### src/rtl/irqc_pkg.sv
package irqc_pkg;
  localparam int SRC_W   = 4;
  localparam int XFER_W  = 2;
  localparam int B_DONE  = 0;
  localparam int B_ERR   = 1;
  localparam int B_PORT  = 2;
  localparam int B_SYS   = 3;
  typedef logic [SRC_W-1:0]  src_vec_t;
  typedef logic [XFER_W-1:0] xfer_vec_t;
endpackage

### src/rtl/irqc_thr_timer.sv
module irqc_thr_timer #(
  parameter int THR_W   = 7,
  parameter int DEF_THR = 8
) (
  input  logic             clk,
  input  logic             rst_n,
  input  logic             cmd_wr,
  input  logic [THR_W-1:0] cmd_thr,
  input  logic             uf_tick,
  output logic             boundary,
  output logic [THR_W-1:0] thr_eff
);
  localparam logic [THR_W-1:0] DEF_V = THR_W'(DEF_THR);
  localparam logic [THR_W-1:0] ONE_V = THR_W'(1);

  logic [THR_W-1:0] thr_q, thr_d;
  logic [THR_W-1:0] cnt_q, cnt_d;
  logic             legal;

  always_comb begin
    legal = ($countones(cmd_thr) == 1);
    thr_d = thr_q;
    if (cmd_wr) thr_d = legal ? cmd_thr : DEF_V;
  end

  always_comb begin
    boundary = uf_tick && (cnt_q >= (thr_q - ONE_V));
    cnt_d    = cnt_q;
    if (uf_tick) cnt_d = boundary ? '0 : cnt_q + ONE_V;
  end

  always_ff @(posedge clk or negedge rst_n) begin
    if (!rst_n) begin
      thr_q <= DEF_V;
      cnt_q <= '0;
    end else begin
      if (cmd_wr)  thr_q <= thr_d;
      if (uf_tick) cnt_q <= cnt_d;
    end
  end

  assign thr_eff = thr_q;
endmodule

### src/rtl/irqc_defer_gate.sv
module irqc_defer_gate
  import irqc_pkg::*;
(
  input  logic      clk,
  input  logic      rst_n,
  input  xfer_vec_t xfer_new,
  input  logic      boundary,
  input  logic      wb_busy,
  output xfer_vec_t flush
);
  xfer_vec_t pend_q, pend_d;
  logic      open_gate;

  always_comb begin
    open_gate = boundary && !wb_busy;
    flush     = open_gate ? pend_q : '0;
    pend_d    = (pend_q & ~flush) | xfer_new;
  end

  always_ff @(posedge clk or negedge rst_n) begin
    if (!rst_n) pend_q <= '0;
    else        pend_q <= pend_d;
  end
endmodule

### src/rtl/irqc_status_reg.sv
module irqc_status_reg
  import irqc_pkg::*;
(
  input  logic     clk,
  input  logic     rst_n,
  input  src_vec_t hw_set,
  input  logic     clr_wr,
  input  src_vec_t clr_data,
  input  logic     en_wr,
  input  src_vec_t en_data,
  output src_vec_t sts,
  output src_vec_t en,
  output logic     irq
);
  src_vec_t sts_q, sts_d, en_q, clr_mask;

  always_comb begin
    clr_mask = clr_wr ? clr_data : '0;
    sts_d    = (sts_q & ~clr_mask) | hw_set;
  end

  always_ff @(posedge clk or negedge rst_n) begin
    if (!rst_n) begin
      sts_q <= '0;
      en_q  <= '0;
    end else begin
      sts_q <= sts_d;
      if (en_wr) en_q <= en_data;
    end
  end

  assign sts = sts_q;
  assign en  = en_q;
  assign irq = |(sts_q & en_q);
endmodule

### src/rtl/usb_irq_coalescer.sv
module usb_irq_coalescer
  import irqc_pkg::*;
#(
  parameter int THR_W   = 7,
  parameter int DEF_THR = 8
) (
  input  logic             clk,
  input  logic             rst_n,
  input  logic             uf_tick,
  input  logic             xfer_done,
  input  logic             xfer_ioc,
  input  logic             xfer_err,
  input  logic             port_chg,
  input  logic             sys_err,
  input  logic             wb_busy,
  input  logic             cmd_wr,
  input  logic [THR_W-1:0] cmd_thr,
  input  logic             en_wr,
  input  logic [SRC_W-1:0] en_data,
  input  logic             clr_wr,
  input  logic [SRC_W-1:0] clr_data,
  output logic             irq,
  output logic [SRC_W-1:0] sts,
  output logic [SRC_W-1:0] en,
  output logic [THR_W-1:0] thr
);
  logic      rs_meta, rs_n;
  logic      boundary;
  xfer_vec_t xfer_new, flush;
  src_vec_t  hw_set;

  always_ff @(posedge clk or negedge rst_n) begin
    if (!rst_n) begin
      rs_meta <= 1'b0;
      rs_n    <= 1'b0;
    end else begin
      rs_meta <= 1'b1;
      rs_n    <= rs_meta;
    end
  end

  always_comb begin
    xfer_new         = '0;
    xfer_new[B_DONE] = xfer_done && xfer_ioc;
    xfer_new[B_ERR]  = xfer_err;
    hw_set           = '0;
    hw_set[B_DONE]   = flush[B_DONE];
    hw_set[B_ERR]    = flush[B_ERR];
    hw_set[B_PORT]   = port_chg;
    hw_set[B_SYS]    = sys_err;
  end

  irqc_thr_timer #(.THR_W(THR_W), .DEF_THR(DEF_THR)) u_timer (
    .clk(clk), .rst_n(rs_n), .cmd_wr(cmd_wr), .cmd_thr(cmd_thr),
    .uf_tick(uf_tick), .boundary(boundary), .thr_eff(thr)
  );

  irqc_defer_gate u_defer (
    .clk(clk), .rst_n(rs_n), .xfer_new(xfer_new), .boundary(boundary),
    .wb_busy(wb_busy), .flush(flush)
  );

  irqc_status_reg u_status (
    .clk(clk), .rst_n(rs_n), .hw_set(hw_set), .clr_wr(clr_wr),
    .clr_data(clr_data), .en_wr(en_wr), .en_data(en_data),
    .sts(sts), .en(en), .irq(irq)
  );
endmodule

### config.mk
export PLATFORM = sky130hd
export DESIGN_NAME = usb_irq_coalescer
export DESIGN_NICKNAME = d
export VERILOG_FILES = /design/src/rtl/irqc_pkg.sv /design/src/rtl/irqc_thr_timer.sv /design/src/rtl/irqc_defer_gate.sv /design/src/rtl/irqc_status_reg.sv /design/src/rtl/usb_irq_coalescer.sv
export SDC_FILE = /design/constraint.sdc
export NUM_CORES = 1
export LEC_CHECK = 0
export BUFFER_PORTS_ARGS = -buffer_cell sky130_fd_sc_hd__buf_2
export CAP_MARGIN = 20
export CORE_ASPECT_RATIO = 0.6
export CORE_MARGIN = 8
export CORE_UTILIZATION = 51
export CTS_BUF_LIST = sky130_fd_sc_hd__clkbuf_8 sky130_fd_sc_hd__clkbuf_16
export CTS_CLUSTER_SIZE = 24
export DETAILED_ROUTE_END_ITERATION = 10
export GPL_ROUTABILITY_DRIVEN = 0
export PLACE_DENSITY = 0.86
export SYNTH_ARGS = -nofsm -noshare
export SYNTH_HDL_FRONTEND = slang
export SYNTH_SLANG_ARGS = --single-unit
### constraint.sdc
create_clock -name clk -period 1.1 [get_ports clk]
set_input_delay 0.22 -clock clk [delete_from_list [all_inputs] [get_ports clk]]
set_output_delay 0.22 -clock clk [all_outputs]
set_load 0.005 [all_outputs]
# [Word-level counts from Yosys, hierarchy flattened]
# Index checks and enable logic that the tools add are counted.
[totals] regBits=26 in_bits=27 elab_cells=33
[classes] addsub=8 magnitude_cmp=1 eq_ne=1 mux=4 bitwise_logic=7 n_reduce_logical=5
[op_table] operator="$add 32x32->32" count=2
[op_table] operator="$add 32x1->32" count=1
[op_table] operator="$eq 32x2->1 const B" count=1
[op_table] operator="$mux 7" count=2
[op_table] operator="$and 4x4->4" count=2
[op_table] operator="$add 7x1->7 const B" count=1
[op_table] operator="$ge 7x7->1" count=1
[op_table] operator="$sub 7x1->7 const B" count=1
[op_table] operator="$add 1x1->2" count=3
[op_table] operator="$mux 4" count=1
[op_table] operator="$not 4->4" count=1
[op_table] operator="$or 4x4->4" count=1
[op_table] operator="$reduce_or 4->1" count=1
[op_table] operator="$logic_and 1x1->1" count=3
[op_table] operator="$and 2x2->2" count=1
[op_table] operator="$mux 2" count=1
[op_table] operator="$not 2->2" count=1
[op_table] operator="$or 2x2->2" count=1
[op_table] operator="$logic_not 1->1" count=1

# [Longest topological paths before layout]
# Gate-level depths: netlist of run 1.
[depth] word_depth=8 ltp_mapped=12

# [By module]
# From an unflattened synthesis of run 1, not the netlist that was laid out.
[unflattened] cells_unflattened=128 hier_area_um2=1465.2
[modules_own_cells] mod="irqc_thr_timer" n_inst=1 cells_per_inst=92 area_per_inst_um2=1002.2 seq_area_each_um2=351.6
[modules_own_cells] mod="irqc_status_reg" n_inst=1 cells_per_inst=23 area_per_inst_um2=309.0 seq_area_each_um2=200.2
[modules_own_cells] mod="irqc_defer_gate" n_inst=1 cells_per_inst=9 area_per_inst_um2=93.8 seq_area_each_um2=50.0
[modules_own_cells] mod="usb_irq_coalescer" n_inst=1 cells_per_inst=4 area_per_inst_um2=60.1 seq_area_each_um2=50.0

# [Worst setup path after synthesis of run 1]
# OpenSTA, ideal clock, no wires.
[synth_path] kind="input -> register" startpoint="in cmd_thr[4]" endpoint="reg u_timer.thr_q[2], in the netlist u_timer.thr_eff[2]" setup_ns=0.083 arrival_ns=2.243 path_slack_ns=-1.226 stages=12 n_path_buf=0 cell_sequence="ha_1 > inv_1 > fa_1 > inv_1 > ha_1 > inv_1 > fa_1 > a211oi_1 > mux2i_1 > nor2_1 > nand2_1 > o21ai_0"
[synth_via] elab_chain_cells=5
[synth_rtl] item="start, declared" line_no="usb_irq_coalescer.sv:17" rtl="input logic [THR_W-1:0] cmd_thr,"
[synth_rtl] item="$add 1x1->2 (not written as such)" line_no="irqc_thr_timer.sv:21" rtl="legal = ($countones(cmd_thr) == 1);"
[synth_rtl] item="$add 32x1->32 (not written as such)" line_no="irqc_thr_timer.sv:21"
[synth_rtl] item="$add 32x32->32 (not written as such)" line_no="irqc_thr_timer.sv:21"
[synth_rtl] item="$eq 32x2->1" line_no="irqc_thr_timer.sv:21"
[synth_rtl] item="$mux 7" line_no="irqc_thr_timer.sv:23" rtl="if (cmd_wr) thr_d = legal ? cmd_thr : DEF_V;"
[synth_rtl] item="end signal, assigned" line_no="irqc_thr_timer.sv:37" rtl="if (cmd_wr) thr_q <= thr_d;"
[synth_rtl] item="end, declared" line_no="irqc_thr_timer.sv:16" rtl="logic [THR_W-1:0] thr_q, thr_d;"
# No other way between the ends.
# A chain may end at the register's enable or synchronous reset.

# [Final worst setup path of run 1]
[layout_path] startpoint="in cmd_thr[4]" endpoint="reg u_timer.thr_q[4], in the netlist u_timer.thr_eff[4]"
[layout_via] elab_chain_cells=5
[layout_rtl] item="$add 1x1->2 (not written as such)" line_no="irqc_thr_timer.sv:21"
[layout_rtl] item="$add 32x1->32 (not written as such)" line_no="irqc_thr_timer.sv:21"
[layout_rtl] item="$add 32x32->32 (not written as such)" line_no="irqc_thr_timer.sv:21"
[layout_rtl] item="$eq 32x2->1" line_no="irqc_thr_timer.sv:21"
[layout_rtl] item="$mux 7 *" line_no="irqc_thr_timer.sv:23"
# Mark *: on every way between the ends. The rest lies on a longest branch, timed or not.

==> flow_metrics.tcl, run 1 <==
set metrics [dict create \
    status "complete, but fails checks" \
    violations "negative setup slack" \
    met3_usage 0.0815 \
    yosysSeqAreaShare 0.450 \
    slowest_delay_ns 0.51 \
    num_rows 15 \
    port_buffers 42 \
    maxCapViolCount 0 \
    crit_family "adder cells" \
    hold_slack_ns 0.110 \
    dpl-instance-area_um2 1990 \
    start_util 0.522 \
    reg2reg_depth 9 \
    final_layout_size_suffix_gt1_frac 0.596 \
    synth-simple-area-share 0.124 \
    root_buffer "clkbuf_8" \
    grt-busiest-layer "met2" \
    synthAdderAreaFrac 0.162 \
    synth-async-reset-ratio 1.00 \
    worstPathMaxFanout 5 \
    cellPowerDensity_nw_per_um2 2060 \
    wl_um 6070 \
    timing.critical_path.cells "buf_8, ha_4, inv_2, fa_1, inv_2, ha_4, inv_2, fa_2, a211oi_2, mux2i_1, nor2_2, buf_6, nand2_2, o21ai_1" \
    yosysWarningCount 0 \
    clkSinkCount 26 \
    synthMuxAreaShare 0.0380 \
    hold_viol_final 0 \
    globalRouteOverflowTotal 0 \
    fin_crit_sh 2.21 \
    core_um2 2780 \
    grtUsageMet1 0.240 \
    met2_usage 0.380 \
    grt_usage 0.224 \
    synth_nets 182 \
    num_vias 1556 \
    synth_area_um2 1450 \
    min_from "port_chg" \
    ys_ff_latch 26 \
    path_common_cell "inv_2" \
    grt_pass1_vias 1637 \
    io_pins 43 \
    syn_area_per_cell_um2 10.5 \
    rr_endpoint "u_status.sts[1]" \
    final_max_slew_viol_count 0 \
    vias_per_cell 5.87 \
    numCtsBuffers 3 \
    layout_min_cycle_time_ns 2.43 \
    die_w_um 84.8 \
    r2r_slack_ns -1.30 \
    avgRoutedWirePerCell_um 22.9 \
    clock_skew_ns 0.00283 \
    hold_end "u_status.sts[2]" \
    slowest_stage "fa_1" \
    setup_viol 29 \
    worst_ep_arrival_time_ns 2.65 \
    antenna_found_initial 0 \
    drt_iter0_markers 132 \
    whs_path_depth 2 \
    worstHoldPathType "input port to flip-flop" \
    synth_top_flop_cell "dfrtp_1" \
    rsz0062_at_grt "yes" \
    cp.depth 14 \
    die_h_um 57.3 \
    grt_max_degree 16 \
    final_cell_area_um2 2450 \
    clock_path_buffers 2 \
    p_leak_nw 1.19 \
    nFillCells 121 \
    syn_inst 138 \
    cp.buffers_inverters 5 \
    path_class "input port to flip-flop" \
    setup_ws_ns -1.33 \
    synth_top_family_by_area "adder cells" \
    grt_pass1_wl_um 8270 \
    required_ns 1.31 \
    die_area_um2 4860 \
    crit-reg2reg-launch "u_timer.thr_eff[2]" \
    fmax_mhz 411 \
    endpoint_kind "flip-flop" \
    p_total_w 0.00505 \
    ir_worst_vdd_v 0.00113 \
    detailedPlace.worstSlack_ns -1.49 \
    drtPass1Iterations 4 \
    cts_tree "built" \
    clk_pin_slew_ns 0.09 \
    antenna_left 0 \
    synth-xor-area-share 0.0544 \
    synth_edf_count 0 \
    worstSkewPairLatency_ns 0.28 \
    yosys.cell_types.count 31 \
    layout.nets 275 \
    startpoint_type "input port" \
    drc_errors 0 \
    h-tree-depth 1 \
    synth_compound_area_frac 0.124 \
    hpwlAfterDp_um 3270 \
    syn2layout_area_growth_pct 69.3 \
]
## final cells by class
| type | count | area [um2] | share of cell area |
|---|---|---|---|
| multi-input combinational | 96 | 912 | 0.372 |
| timing repair buffer | 89 | 713 | 0.291 |
| sequential | 26 | 652 | 0.266 |
| inverter | 15 | 58.8 | 0.0240 |
| tap | 34 | 42.5 | 0.0173 |
| clock buffer | 3 | 41.3 | 0.0168 |
| clock inverter | 1 | 30.0 | 0.0122 |
| antenna | 1 | 2.50 | 0.00102 |
## worst register-to-register path: cells and delay by family, from the launching register on
| family | cells | cell delay (ns) |
|---|---|---|
| AOI/OAI and AO/OA | 4 | 0.84 |
| xor gates and xnor gates | 1 | 0.13 |
| adders and majority gates | 1 | 0.33 |
| DFF | 1 | 0.50 |
| and+or+nand+nor | 3 | 0.51 |
## worst max path at each step
stage                                     to  slack (ns)       start
after detailed placement  u_timer.thr_eff[1]       -1.49  cmd_thr[3]
after global routing      u_timer.thr_eff[4]       -1.44  cmd_thr[4]
final                     u_timer.thr_eff[4]       -1.33  cmd_thr[4]
after global placement    u_timer.thr_eff[6]       -1.33  cmd_thr[3]
after floorplan           u_timer.thr_eff[3]       -1.13  cmd_thr[5]
after CTS                 u_timer.thr_eff[5]       -1.17  cmd_thr[2]
## cells by family (layout without fill, tap and decap cells)
family / after synthesis / count (layout)
AOI/OAI and AO/OA: 25 / 25
buffers and inverters: 16 / 108
adders and majority gates: 17 / 17
and+or+nand+nor: 39 / 39
xor gates and xnor gates: 9 / 9
other: 1 / 2
muxes: 5 / 5
DFF: 26 / 26
## power breakdown
part / leakage, nW / total (W) / internal, W / switching [W]
clock: 0.0357 / 0.000817 / 0.000488 / 0.000329
combinational: 0.835 / 0.00288 / 0.00150 / 0.00138
sequential: 0.320 / 0.00136 / 0.00116 / 0.000198
## synthesized netlist by cell type, drive strengths merged (2+ instances only)
master | count | share of area
a211oi | 2 | 0.010
a21o | 4 | 0.021
a22o | 3 | 0.018
a22oi | 2 | 0.010
dfrtp | 25 | 0.43
fa | 3 | 0.041
ha | 14 | 0.12
inv | 15 | 0.039
mux2 | 4 | 0.031
nand2 | 16 | 0.041
nand3 | 3 | 0.010
nand3b | 2 | 0.010
nand4 | 3 | 0.013
nor2 | 9 | 0.023
nor3 | 3 | 0.010
o21ai | 8 | 0.028
xnor2 | 7 | 0.042
xor2 | 2 | 0.012
## layout by cell type, fill, tap and decap left out, types with 4 or more instances in the layout
| cell type | n |
|---|---|
| a21o_1 | 4 |
| buf_4 | 33 |
| mux2_2 | 4 |
| nand2_1 | 9 |
| buf_2 | 28 |
| xnor2_1 | 6 |
| inv_1 | 9 |
| o21ai_2 | 5 |
| dfrtp_1 | 25 |
| ha_1 | 10 |
| nand2_2 | 5 |
| buf_6 | 24 |
| ha_4 | 4 |
| nor2_2 | 5 |
| inv_2 | 5 |
## flip-flops by register name (all words and copies together) (netlist names)
name and count:
u_timer.cnt_q 7, rs_n 1, rs_meta 1, u_status.en 4, u_timer.thr_eff 7, u_status.sts 4
u_defer.pend_q 2
## per-layer routing
metal | vias to the layer above | wire length [um]
met5 | - | 0
met4 | 0 | 372
met3 | 41 | 501
met2 | 122 | 2910
met1 | 736 | 2290
li1 | 657 | -
## stage by stage
| step | setup TNS (ns) | utilization | std cells |
|---|---|---|---|
| after floorplan | -17.16 | - | 138 |
| after global placement | -20.05 | 0.715 | 243 |
| after detailed placement | -22.07 | 0.715 | 243 |
| after CTS | -20.47 | 0.844 | 261 |
| after global routing | -25.31 | 0.882 | 264 |
| final | -24.00 | 0.883 | 265 |
## repair_timing
| action | in CTS | in global routing |
|---|---|---|
| endpoints found under the setup margin | 23 | 29 |
| cloned | 0 | 0 |
| buffers inserted | 13 | 5 |
| hold buffers | 1 | 0 |
| resized for setup | 42 | 23 |
| endpoints found under the hold margin | 2 | 0 |
| pin swaps | 14 | 5 |
Note: power is estimated with default switching activity, not from simulation.
==> inputs of run 2 (changes only) <==
--- a/config.mk
+++ b/config.mk
@@ -5,7 +5,7 @@
 export SDC_FILE = /design/constraint.sdc
 export NUM_CORES = 1
 export LEC_CHECK = 0
-export BUFFER_PORTS_ARGS = -buffer_cell sky130_fd_sc_hd__buf_2
+export BUFFER_PORTS_ARGS = -buffer_cell sky130_fd_sc_hd__buf_4
 export CAP_MARGIN = 20
 export CORE_ASPECT_RATIO = 0.6
 export CORE_MARGIN = 8
==> run 2 against run 1 <==
  * The run still ends with negative setup slack left
  * Utilization grew 1.3 points
  * Maximum frequency grew 1.2%
  * Sequential cell count unchanged
  * Critical path depth unchanged
  * Total power fell by 0.81%
==> flow_metrics.tcl, run 2 (same netlist as run 1, synthesis figures left out) <==
set metrics [dict create \
    setup_ws_ns -1.30 \
    clock_path_buffers 2 \
    drtPass1Iterations 4 \
    die_w_um 84.8 \
    status "complete, but fails checks" \
    fmax_mhz 416 \
    final_cell_mix "59 x buf_4, 24 x dfrtp_1, 23 x buf_6" \
    avgRoutedWirePerCell_um 21.1 \
    rsz0062_at_grt "yes" \
    num_rows 15 \
    num_vias 1461 \
    cp.depth 14 \
    layout.nets 271 \
    clock_skew_ns 0.00731 \
    hold_viol_final 0 \
    p_leak_nw 1.19 \
    crit_family "adder cells" \
    setup_viol 27 \
    antenna_found_initial 0 \
    die_area_um2 4860 \
    worstPathMaxFanout 3 \
    drt_iter0_markers 101 \
    worstHoldPathType "flip-flop to async pin" \
    cp-startpoint "cmd_thr[3]" \
    antenna_left 0 \
    io_pins 43 \
    worstSkewPairLatency_ns 0.28 \
    final_common_cell "buf_4" \
    fin_crit_sh 2.19 \
    path_class "input port to flip-flop" \
    cts_tree "built" \
    slowest_delay_ns 0.47 \
    vias_per_cell 5.62 \
    clkSinkCount 26 \
    h-tree-depth 1 \
    finalNonFillerCells 260 \
    port_buffers 42 \
    grt_max_degree 23 \
    ir_worst_vdd_v 0.00159 \
    grt_pass1_vias 1595 \
    rr_endpoint "u_status.sts[1]" \
    timing.critical_path.cells "buf_6, ha_4, inv_4, fa_1, inv_2, ha_4, inv_4, fa_2, a211oi_2, mux2i_1, nor2_2, buf_4, nand2_1, o21ai_1" \
    layout_min_cycle_time_ns 2.40 \
    clk_pin_slew_ns 0.10 \
    n_antenna_cell 0 \
    reg2reg_depth 10 \
    syn2layout_area_growth_pct 71.8 \
    violations "negative setup slack" \
    cp.buffers_inverters 5 \
    core_um2 2780 \
    numCtsBuffers 3 \
    crit-reg2reg-launch "u_timer.thr_eff[0]" \
    startpoint_type "input port" \
    tns_ns -22.75 \
    grt_pass1_wl_um 7680 \
    hpwlAfterDp_um 3260 \
    wl_um 5500 \
    drc_errors 0 \
    endpoint_kind "flip-flop" \
    worst_ep_arrival_time_ns 2.61 \
    root_buffer "clkbuf_8" \
    start_util 0.522 \
    globalRouteOverflowTotal 0 \
    final_layout_size_suffix_gt1_frac 0.593 \
    crit_end "u_timer.thr_eff[0]" \
    grt_usage 0.205 \
    nFillCells 109 \
    slowest_stage "fa_1" \
    r2r_slack_ns -1.21 \
    placed_cells_incl_taps 240 \
    final_max_slew_viol_count 0 \
    maxCapViolCount 0 \
    die_h_um 57.3 \
    required_ns 1.31 \
    cellPowerDensity_nw_per_um2 2010 \
]
run 2: cell count changes in the layout (fill, tap and decap cells not counted), sizes merged:
| cell | previous run | this run |
|---|---|---|
| buf | 88 | 84 |
| diode | 1 | 0 |
run 2: how the worst min path moves through the flow:
stage / slack [ns] / cells past startpoint / from / end
after global routing: 0.05 / 0 / rs_n / u_status.sts[2]
after detailed placement: 0.005 / 1 / rst_n / rs_meta
after global placement: 0.004 / 1 / rst_n / rs_meta
after CTS: 0.04 / 0 / rs_n / u_status.sts[3]
final: 0.04 / 0 / rs_n / u_status.sts[2]
after floorplan: -0.08 / 0 / rst_n / rs_meta
run 2: per-layer routing:
layer,GRT usage,share of wire
met5,0,0
met4,0.106,0.036
met3,0.0973,0.081
met1,0.222,0.43
met2,0.331,0.46
run 2: layout make-up:
class | count | area [um2] | share of cell area
Clock buffer | 3 | 41.3 | 0.0166
Clock inverter | 1 | 30.0 | 0.0121
Sequential cell | 26 | 653 | 0.262
Multi-Input combinational cell | 96 | 918 | 0.369
Timing Repair Buffer | 85 | 742 | 0.298
Inverter | 15 | 61.3 | 0.0246
Tap cell | 34 | 42.5 | 0.0171
run 2: report_power, final:
| group | switching (W) | internal, W | total, W |
|---|---|---|---|
| Combinational | 0.00130 | 0.00156 | 0.00287 |
| Clock | 0.000323 | 0.000488 | 0.000811 |
| Sequential | 0.000175 | 0.00116 | 0.00133 |
run 2: timing repair:
| action | 4_1_cts | 5_1_grt |
|---|---|---|
| setup buffers | 9 | 9 |
| hold endpoints to repair | 2 | 0 |
| hold buffers | 1 | 0 |
| pin swaps | 11 | 13 |
| gates resized for setup | 33 | 29 |
| setup endpoints to repair | 24 | 27 |
run 2: per-stage QoR:
stage / setup WS, ns / hold slack [ns] / area (um2) / total power, W / utilization
2_1_floorplan: -1.13 / -0.0756 / 1520 / 0.00245 / -
3_3_place_gp: -1.33 / 0.00357 / 2070 / 0.00321 / 0.745
3_5_place_dp: -1.55 / 0.00491 / 2070 / 0.00336 / 0.745
4_1_cts: -1.15 / 0.0440 / 2340 / 0.00445 / 0.841
5_1_grt: -1.34 / 0.0515 / 2490 / 0.00528 / 0.896
6_report: -1.30 / 0.0434 / 2490 / 0.00501 / 0.896
==> inputs of run 3 (changes only) <==
==> constraint.sdc (replaced) <==
create_clock -name clk -period 1.1 [get_ports clk]
set_input_delay 0.22 -clock clk [delete_from_list [all_inputs] [get_ports clk]]
set_output_delay 0.22 -clock clk [all_outputs]
set_load 0.05 [all_outputs]
==> run 3 against run 2 <==
  * Clock skew down 0.0058 ns
  * Final area down 0.60%
  * Largest power group unchanged
  * Clock power down 2.6%
  * Maximum frequency down 3.7%
  * Sequential cell count unchanged
  * First-iteration DRC count down 50%
  * Critical path depth down 5
  * Register-to-register slack worse by 0.19 ns
  * Utilization down 0.54 points
  * Highest routed layer unchanged
  * The run still ends with negative setup slack left
==> flow_metrics.tcl, run 3 (same netlist as run 1, synthesis figures left out) <==
set metrics [dict create \
    finalNonFillerCells 257 \
    path_class "flip-flop to flip-flop" \
    root_buffer "clkbuf_8" \
    avgRoutedWirePerCell_um 19.5 \
    regArea_um2 657 \
    syn2layout_area_growth_pct 70.7 \
    grt_usage 0.187 \
    clock_power_share 0.153 \
    setup_viol 31 \
    wl_um 5020 \
    startpoint_type "flip-flop" \
    num_vias 1433 \
    endpoint_kind "flip-flop" \
    final_common_cell "buf_4" \
    cellPowerDensity_nw_per_um2 2090 \
    p_switching_w 0.00205 \
    final_layout_size_suffix_gt1_frac 0.565 \
    p_leak_nw 1.18 \
    min_from "xfer_err" \
    tns_ns -23.51 \
    grt_max_degree 25 \
    fin_crit_sh 2.27 \
    required_ns 1.27 \
    numCtsBuffers 3 \
    start_util 0.522 \
    hold_viol_final 0 \
    layout_min_cycle_time_ns 2.50 \
    swShare 0.397 \
    worstSkewPairLatency_ns 0.27 \
    drc_errors 0 \
    detailedPlace.worstSlack_ns -1.46 \
    nFillCells 122 \
    port_buffers 42 \
    multi_input_area_um2 886 \
    antenna_left 0 \
    drtPass1Iterations 4 \
    rsz0062_at_grt "yes" \
    final_cell_mix "53 x buf_4, 21 x dfrtp_1, 18 x buf_6" \
    globalRouteOverflowTotal 0 \
    io_pins 43 \
    grt_pass1_vias 1498 \
    clkSinkCount 26 \
    maxCapViolCount 0 \
    reg2reg_depth 9 \
    core_um2 2780 \
    die_h_um 57.3 \
    final_max_slew_viol_count 0 \
    worstHoldPathType "input port to flip-flop" \
    placed_cells_incl_taps 240 \
    whs_path_depth 2 \
    ir_worst_vdd_v 0.00149 \
    crit-reg2reg-launch "u_timer.thr_eff[2]" \
    n_antenna_cell 0 \
    antenna_found_initial 0 \
    cts_tree "built" \
    clock_skew_ns 0.00156 \
    worstPathMaxFanout 6 \
    grt_pass1_wl_um 7220 \
    die_area_um2 4860 \
    violations "negative setup slack" \
    num_rows 15 \
    p_comb_frac 0.589 \
    layout.nets 268 \
    final_core_util 0.891 \
    fmax_mhz 401 \
    worst_ep_arrival_time_ns 2.66 \
    h-tree-depth 1 \
    p_seq_frac 0.258 \
    drt_iter0_markers 51 \
    vias_per_cell 5.58 \
    setup_ws_ns -1.40 \
    p_int_w 0.00312 \
    cp-startpoint "u_timer.thr_eff[2]" \
    die_w_um 84.8 \
    status "complete, but fails checks" \
    hpwlAfterDp_um 3080 \
    clock_path_buffers 2 \
    clk_pin_slew_ns 0.09 \
]
-- run 3: worst max-delay path, cell delays in order, from the launching register on --
cell and delay [ns]:
dfrtp_2 0.47, nor2_1 0.20, nand2_2 0.09, xnor2_1 0.23, ha_1 0.31, a211o_1 0.30, a21oi_2 0.23, o31ai_4 0.14
and3b_1 0.20, a22o_1 0.21
-- run 3: per-layer routing --
layer	track usage	up-vias	share of wire
li1	-	644	-
met1	0.213	712	0.40
met2	0.338	62	0.50
met3	0.0644	15	0.067
met4	0.0251	0	0.028
met5	0	-	0
-- run 3: power groups by stage --
stage | sequential [W] | clock, W | combinational (W)
detailed placement | 0.00131 | 0 | 0.00238
global route | 0.00135 | 0.000855 | 0.00323
finish | 0.00133 | 0.000790 | 0.00305
CTS | 0.00131 | 0.000811 | 0.00269
floorplan | 0.00165 | 0 | 0.00111
global placement | 0.00130 | 0 | 0.00224
-- run 3: final timing paths --
check                                      to  slack, ns
max                           u_status.sts[0]      -1.40
min                         u_defer.pend_q[1]       0.13
max reg2reg                   u_status.sts[0]      -1.40
min reg2reg                 u_defer.pend_q[1]       0.23
max in group asynchronous  u_timer.thr_eff[3]       0.58
min in group asynchronous   u_defer.pend_q[1]       0.23
-- run 3: cell type report --
cell class / instances / area share
Sequential cell: 26 / 0.266
Clock buffer: 3 / 0.0167
Clock inverter: 1 / 0.0121
Inverter: 15 / 0.0228
Timing Repair Buffer: 82 / 0.308
Multi-Input combinational cell: 96 / 0.358
Tap cell: 34 / 0.0172
-- run 3: through the flow --
step           hold slack, ns  power [W]  area, um2
2_1_floorplan         -0.0756    0.00276       1520
3_3_place_gp          0.00200    0.00354       2080
3_5_place_dp          0.00445    0.00369       2080
4_1_cts                 0.123    0.00481       2330
5_1_grt                 0.110    0.00544       2470
6_report                0.130    0.00517       2470
-- run 3: timing repair --
action                                  in CTS  in global routing
setup buffers                                7                  9
hold buffers                                 1                  0
endpoints found under the setup margin      30                 34
pin swaps                                   14                 13
gates resized for setup                     40                 21
hold endpoints to repair                     2                  0
